File: config.mk
export PLATFORM = sky130hd
export DESIGN_NAME = flash_cmd_decoder
export DESIGN_NICKNAME = d
export VERILOG_FILES = /design/src/rtl/flash_cmd_pkg.sv /design/src/rtl/flash_cmd_ctrl.sv /design/src/rtl/flash_cmd_dpath.sv /design/src/rtl/flash_cmd_decoder.sv
export SDC_FILE = /design/constraint.sdc
export NUM_CORES = 1
export LEC_CHECK = 0
export ABC_AREA = 0
export BUFFER_PORTS_ARGS = -buffer_cell sky130_fd_sc_hd__buf_2
export CAP_MARGIN = 15
export CORE_MARGIN = 1
export CORE_UTILIZATION = 40
export CTS_BUF_LIST = sky130_fd_sc_hd__clkbuf_16
export CTS_CLUSTER_SIZE = 12
export DETAILED_ROUTE_END_ITERATION = 10
export GPL_ROUTABILITY_DRIVEN = 0
export PLACE_DENSITY = 0.66
export SLEW_MARGIN = 30
export SYNTH_ARGS = -nofsm -noshare
export SYNTH_HDL_FRONTEND = slang
export SYNTH_SLANG_ARGS = --single-unit
File: constraint.sdc
create_clock -name clk -period 2.4 [get_ports clk]
set_clock_uncertainty 0.05 [all_clocks]
set_input_delay 0.24 -clock clk [delete_from_list [all_inputs] [get_ports clk]]
set_output_delay 0.24 -clock clk [all_outputs]
set_load 0.01 [all_outputs]
File: src/rtl/flash_cmd_pkg.sv
package flash_cmd_pkg;

  typedef enum logic [1:0] {
    MODE_READ = 2'd0,
    MODE_AUTO = 2'd1,
    MODE_BUSY = 2'd2,
    MODE_SUSP = 2'd3
  } mode_e;

  typedef enum logic [2:0] {
    OP_NONE   = 3'd0,
    OP_PROG   = 3'd1,
    OP_CHIP   = 3'd2,
    OP_SECT   = 3'd3,
    OP_SUSP   = 3'd4,
    OP_RESUME = 3'd5,
    OP_AUTO   = 3'd6,
    OP_RESET  = 3'd7
  } op_e;

  typedef enum logic [2:0] {
    SQ_IDLE,
    SQ_KEY2,
    SQ_CMD,
    SQ_PROG,
    SQ_EKEY1,
    SQ_EKEY2,
    SQ_EFIN
  } seq_e;

  typedef struct packed {
    logic issue;
    op_e  kind;
    logic loadProg;
    logic loadSect;
  } strobe_t;

  localparam logic [7:0] CODE_KEY_A   = 8'hAA;
  localparam logic [7:0] CODE_KEY_B   = 8'h55;
  localparam logic [7:0] CODE_PROG    = 8'hA0;
  localparam logic [7:0] CODE_ERASE   = 8'h80;
  localparam logic [7:0] CODE_AUTO    = 8'h90;
  localparam logic [7:0] CODE_RESET   = 8'hF0;
  localparam logic [7:0] CODE_CHIP    = 8'h10;
  localparam logic [7:0] CODE_SECT    = 8'h30;
  localparam logic [7:0] CODE_SUSPEND = 8'hB0;

endpackage

File: src/rtl/flash_cmd_ctrl.sv
module flash_cmd_ctrl
  import flash_cmd_pkg::*;
#(
  parameter int KEY_W = 11
) (
  input  logic             clk,
  input  logic             rstN,
  input  logic             wrStb,
  input  logic [KEY_W-1:0] keyAddr,
  input  logic [7:0]       code,
  input  logic             opDone,
  output strobe_t          strobe,
  output mode_e            mode
);

  localparam logic [KEY_W-1:0] ADDR_A = KEY_W'(11'h555);
  localparam logic [KEY_W-1:0] ADDR_B = KEY_W'(11'h2AA);

  seq_e  seq, seqNext;
  mode_e modeNext;
  op_e   busyKind, busyKindNext;

  logic atA, atB;
  assign atA = (keyAddr == ADDR_A);
  assign atB = (keyAddr == ADDR_B);

  always_comb begin
    seqNext      = seq;
    modeNext     = mode;
    busyKindNext = busyKind;
    strobe       = '0;
    if (mode == MODE_BUSY && opDone) begin
      modeNext = MODE_READ;
      seqNext  = SQ_IDLE;
    end else if (wrStb) begin
      unique case (mode)
        MODE_BUSY: begin
          if (busyKind == OP_SECT && code == CODE_SUSPEND) begin
            strobe.issue = 1'b1;
            strobe.kind  = OP_SUSP;
            modeNext     = MODE_SUSP;
          end
        end
        MODE_SUSP: begin
          if (code == CODE_SECT) begin
            strobe.issue = 1'b1;
            strobe.kind  = OP_RESUME;
            modeNext     = MODE_BUSY;
          end
        end
        default: begin
          // any step that does not match falls back to read
          seqNext  = SQ_IDLE;
          modeNext = MODE_READ;
          unique case (seq)
            SQ_IDLE: begin
              if (code == CODE_RESET) begin
                strobe.issue = 1'b1;
                strobe.kind  = OP_RESET;
              end else if (code == CODE_KEY_A && atA) begin
                seqNext  = SQ_KEY2;
                modeNext = mode;
              end
            end
            SQ_KEY2: if (code == CODE_KEY_B && atB) begin
              seqNext  = SQ_CMD;
              modeNext = mode;
            end
            SQ_CMD: if (atA) begin
              if (code == CODE_PROG) begin
                seqNext  = SQ_PROG;
                modeNext = mode;
              end else if (code == CODE_ERASE) begin
                seqNext  = SQ_EKEY1;
                modeNext = mode;
              end else if (code == CODE_AUTO) begin
                strobe.issue = 1'b1;
                strobe.kind  = OP_AUTO;
                modeNext     = MODE_AUTO;
              end else if (code == CODE_RESET) begin
                strobe.issue = 1'b1;
                strobe.kind  = OP_RESET;
              end
            end
            SQ_PROG: begin
              strobe.issue    = 1'b1;
              strobe.kind     = OP_PROG;
              strobe.loadProg = 1'b1;
              modeNext        = MODE_BUSY;
              busyKindNext    = OP_PROG;
            end
            SQ_EKEY1: if (code == CODE_KEY_A && atA) begin
              seqNext  = SQ_EKEY2;
              modeNext = mode;
            end
            SQ_EKEY2: if (code == CODE_KEY_B && atB) begin
              seqNext  = SQ_EFIN;
              modeNext = mode;
            end
            SQ_EFIN: begin
              if (code == CODE_CHIP && atA) begin
                strobe.issue = 1'b1;
                strobe.kind  = OP_CHIP;
                modeNext     = MODE_BUSY;
                busyKindNext = OP_CHIP;
              end else if (code == CODE_SECT) begin
                strobe.issue    = 1'b1;
                strobe.kind     = OP_SECT;
                strobe.loadSect = 1'b1;
                modeNext        = MODE_BUSY;
                busyKindNext    = OP_SECT;
              end
            end
            default: ;
          endcase
        end
      endcase
    end
  end

  always_ff @(posedge clk or negedge rstN) begin
    if (!rstN) begin
      seq      <= SQ_IDLE;
      mode     <= MODE_READ;
      busyKind <= OP_NONE;
    end else begin
      seq      <= seqNext;
      mode     <= modeNext;
      busyKind <= busyKindNext;
    end
  end

endmodule

File: src/rtl/flash_cmd_dpath.sv
module flash_cmd_dpath
  import flash_cmd_pkg::*;
#(
  parameter int ADDR_W  = 18,
  parameter int DATA_W  = 8,
  parameter int SECT_LO = 13,
  parameter int SECT_W  = 5
) (
  input  logic              clk,
  input  logic              rstN,
  input  strobe_t           strobe,
  input  logic [ADDR_W-1:0] wrAddr,
  input  logic [DATA_W-1:0] wrData,
  output logic              opReq,
  output op_e               opKind,
  output logic [ADDR_W-1:0] progAddr,
  output logic [DATA_W-1:0] progData,
  output logic [SECT_W-1:0] sectAddr
);

  always_ff @(posedge clk or negedge rstN) begin
    if (!rstN) begin
      opReq    <= 1'b0;
      opKind   <= OP_NONE;
      progAddr <= '0;
      progData <= '0;
      sectAddr <= '0;
    end else begin
      opReq  <= strobe.issue;
      opKind <= strobe.issue ? strobe.kind : OP_NONE;
      if (strobe.loadProg) begin
        progAddr <= wrAddr;
        progData <= wrData;
      end
      if (strobe.loadSect) sectAddr <= wrAddr[SECT_LO +: SECT_W];
    end
  end

endmodule

File: src/rtl/flash_cmd_decoder.sv
module flash_cmd_decoder
  import flash_cmd_pkg::*;
#(
  parameter int ADDR_W  = 18,
  parameter int DATA_W  = 8,
  parameter int KEY_W   = 11,
  parameter int SECT_HI = 17,
  parameter int SECT_LO = 13
) (
  input  logic              clk,
  input  logic              rstN,
  input  logic              wrStb,
  input  logic [ADDR_W-1:0] wrAddr,
  input  logic [DATA_W-1:0] wrData,
  input  logic              opDone,
  output logic              opReq,
  output logic [2:0]        opKind,
  output logic [ADDR_W-1:0] progAddr,
  output logic [DATA_W-1:0] progData,
  output logic [SECT_HI-SECT_LO:0] sectAddr,
  output logic [1:0]        mode
);

  localparam int SECT_W = SECT_HI - SECT_LO + 1;

  strobe_t strobe;
  mode_e   modeInt;
  op_e     kindInt;

  flash_cmd_ctrl #(.KEY_W(KEY_W)) u_ctrl (
    .clk     (clk),
    .rstN    (rstN),
    .wrStb   (wrStb),
    .keyAddr (wrAddr[KEY_W-1:0]),
    .code    (wrData[7:0]),
    .opDone  (opDone),
    .strobe  (strobe),
    .mode    (modeInt)
  );

  flash_cmd_dpath #(
    .ADDR_W (ADDR_W),
    .DATA_W (DATA_W),
    .SECT_LO(SECT_LO),
    .SECT_W (SECT_W)
  ) u_dpath (
    .clk     (clk),
    .rstN    (rstN),
    .strobe  (strobe),
    .wrAddr  (wrAddr),
    .wrData  (wrData),
    .opReq   (opReq),
    .opKind  (kindInt),
    .progAddr(progAddr),
    .progData(progData),
    .sectAddr(sectAddr)
  );

  assign mode   = modeInt;
  assign opKind = kindInt;

endmodule

==> summary.md <==
| Metric | Value |
|---|---|
| Number of synthesized flops with an enable pin | 0 |
| ANT cells | 0 |
| Count of cell types in the netlist | 37 |
| Area of the multi-input gates | 910 µm² |
| Mapped Area | 2000 µm² |
| Synth Flop Type | dfrtp_1 |
| Layout Nets | 277 |
| Fmax | 0.475 GHz |
| Outcome | complete, no violations |
| Crit path capture | u_dpath.opReq |
| Detail Route Antenna Nets | 0 |
| Min Tclk post-route | 2.11 ns |
| WP depth | 6 |
| Worst skew pair latency | 0.28 ns |
| Clock Tree Buf Depth | 2 |
| Hold path startpoint | wrAddr[11] |
| First drt pass iteration count | 4 |
| Initial DRC count | 98 |
| Critical Path AT | 2.26 ns |
| CP max FO | 8 |
| Initial core utilization | 42.0% |
| Pwr Total | 1530 µW |
| R2r endpoint | u_ctrl.mode[0] |
| Ratio of cells with drive above 1 in the final layout | 46.4% |
| HP Class | in -> reg |
| Cell at the slowest stage of the critical path | or4_1 |
| Post-route cell area | 2570 µm² |
| Pleak | 0.00124 µW |
| Async SR Flop Fraction | 100% |
| Syn_nets | 206 |
| Worst path cell trace | buf_2 -> or4b_1 -> or4_1 -> a2111o_1 -> and2_1 -> a21oi_1 |
| # rows | 25 |
| Fillers | 435 |
| Power Dens Cells | 597 nW/µm² |
| Clock Sinks | 42 |
| Unrepaired setup endpoints after global routing | false |
| Sequential area share after synthesis | 52.6% |
| Cells after Synth | 176 |
| Port bufs | 66 |
| Worst reg-to-reg setup slack | 0.47 ns |
| Vias in the first global route | 1556 |
| Critical path type | in -> reg |
| CTS tree | yes |
| Max-Cap Viols | 0 |
| Root Driver | clkbuf_16 |
| DR WL/cell | 14.9 µm |
| Share of the synthesized area in the top cell type | 52.6% |
| Cts bufs inserted | 5 |
| Die area | 5280 µm² |
| Kind of cell adding the most delay to the critical path | simple AND/OR/NAND/NOR gates |
| Layout Cells excl Fill | 315 |
| Worst slew pin tran | 0.532 ns |
| Top cells by count, synth | dfrtp_1, mux2_2, nand2_1 |
| Worst reg2reg startpoint | u_ctrl.seq[1] |
| Final hold vios | 0 |
| Placed Instances | 306 |
| Count leader, synth | dfrtp_1 |
| Worst vdd ir | 0.322 mV |
| DRC | 0 |
| R2r worst-path depth | 5 |
| Crit path largest cell delay | 0.57 ns |
| Reg clk slew, reported paths | 0.06 ns |
| Num ports | 67 |
| Core box area | 4750 µm² |
| Core Util, Final | 54.1% |
| Ranking of synthesized cells by area | dfrtp_1, mux2_2, nand2_1 |
| Post-CTS sizing | 0 |
| Final setup violation count | 0 |
| CP startpoint | wrAddr[1] |
| Initial antenna violation count | 0 |
| Tcrit/Tclk final | 87.7% |
| First-pass GRT wire length | 7.60 mm |
| Rel. slew slack | 64.6% |
| Overflow after GRT | 0 |
| Routed Wire Length | 4.69 mm |
| Routed vias | 1669 |
| Setup TNS | 0 ns |
| Required time worst endpoint | 2.55 ns |
| Mean post-synth cell area | 11.3 µm² |
| Post-DP HPWL | 3.36 mm |
| Largest net degree at the start of global routing | 43 |
| Layout area overhead | 28.8% |
| Die Wd | 72.7 µm |
| Gr usage total | 19.1% |
| Worst setup EP type | flip-flop |
| Die Height | 72.7 µm |
| Max-slew violation count | 0 |
| Largest area contributor in the netlist | dfrtp_1 |
| Flops & latches, synth | 42 |
| Worst Path Buf+Inv | 1 |
| H-tree Lvls | 2 |
| Startpoint types | input pin |
| Vias/cell | 5.30 |
| Dpl cell area | 2420 µm² |
| Reg area | 1050 µm² |
| Synth Warn # | 0 |
-- worst reg2reg max path, cell delays in order (launching register included) --
cell and delay [ns]:
dfrtp_1 0.51, nor4bb_1 0.33, nand4b_1 0.13, nor4_1 0.46, nor4_1 0.14, o211ai_1 0.22
-- sequential cells by signal, indices dropped and copies added (netlist names) --
register / count
u_dpath.progData: 8
u_ctrl.seq: 3
u_dpath.progAddr: 18
u_dpath.opReq: 1
u_dpath.opKind: 3
u_ctrl.busyKind: 2
u_dpath.sectAddr: 5
u_ctrl.mode: 2
-- per-stage QoR --
stage / setup WS, ns / hold slack (ns)
3_3_place_gp: 0.0604 / 0.391
4_1_cts: 0.317 / 0.0756
6_report: 0.295 / 0.137
3_5_place_dp: 0.0286 / 0.376
2_1_floorplan: 0.270 / -0.106
5_1_grt: 0.268 / 0.134
-- routing by layer --
layer	wire length, µm	vias up	track usage (%)
met5	0	-	0
li1	-	792	-
met4	44	0	6.75
met3	361	4	5.80
met2	2150	71	27.8
met1	2140	802	26.9
-- how the worst min path moves through the flow --
stage	to	cells after the start
2_1_floorplan	u_ctrl.busyKind[0]	0
3_3_place_gp	u_ctrl.mode[0]	1
3_5_place_dp	u_dpath.progData[5]	1
4_1_cts	u_dpath.progAddr[7]	1
5_1_grt	u_dpath.progAddr[11]	2
6_report	u_dpath.progAddr[11]	2
-- placed cells by master (no fill, tap or decap), types with 3 or more instances in the layout --
| master | instances |
|---|---|
| clkbuf_16 | 5 |
| nor4bb_1 | 3 |
| nor4_1 | 6 |
| nor2_1 | 11 |
| nor2b_1 | 3 |
| o21ai_0 | 6 |
| nand3_1 | 5 |
| nand2b_1 | 5 |
| buf_4 | 5 |
| buf_2 | 65 |
| nand2_1 | 15 |
| a21oi_1 | 4 |
| o211ai_1 | 3 |
| inv_1 | 3 |
| dfrtp_1 | 42 |
| mux2_2 | 31 |
| a31oi_1 | 3 |
-- kinds of logic after synthesis --
kind of cell           count (synthesis)  share of synthesized area [%]
and+or+nand+nor                       68                           19.4
buffers and inverters                 10                           1.94
muxes                                 31                           17.5
DFF                                   42                           52.6
AOI/OAI and AO/OA                     25                           8.52
-- power breakdown --
part / internal, µW / switching, µW
clock network: 385 / 277
logic: 58.5 / 74.1
registers: 730 / 9.99
total: 1170 / 361
-- final cells by class --
type	count	area share, %
Sequential cell	42	40.9
Multi-Input combinational cell	124	35.4
Timing Repair Buffer	71	14.5
Clock buffer	5	4.86
Tap cell	67	3.26
Clock inverter	3	0.730
Inverter	3	0.438
-- repair_timing --
action	in CTS	in global routing
endpoints found under the hold margin	0	42
buffers inserted	0	0
hold buffers	0	1
Note: power is estimated with default switching activity, not from simulation.
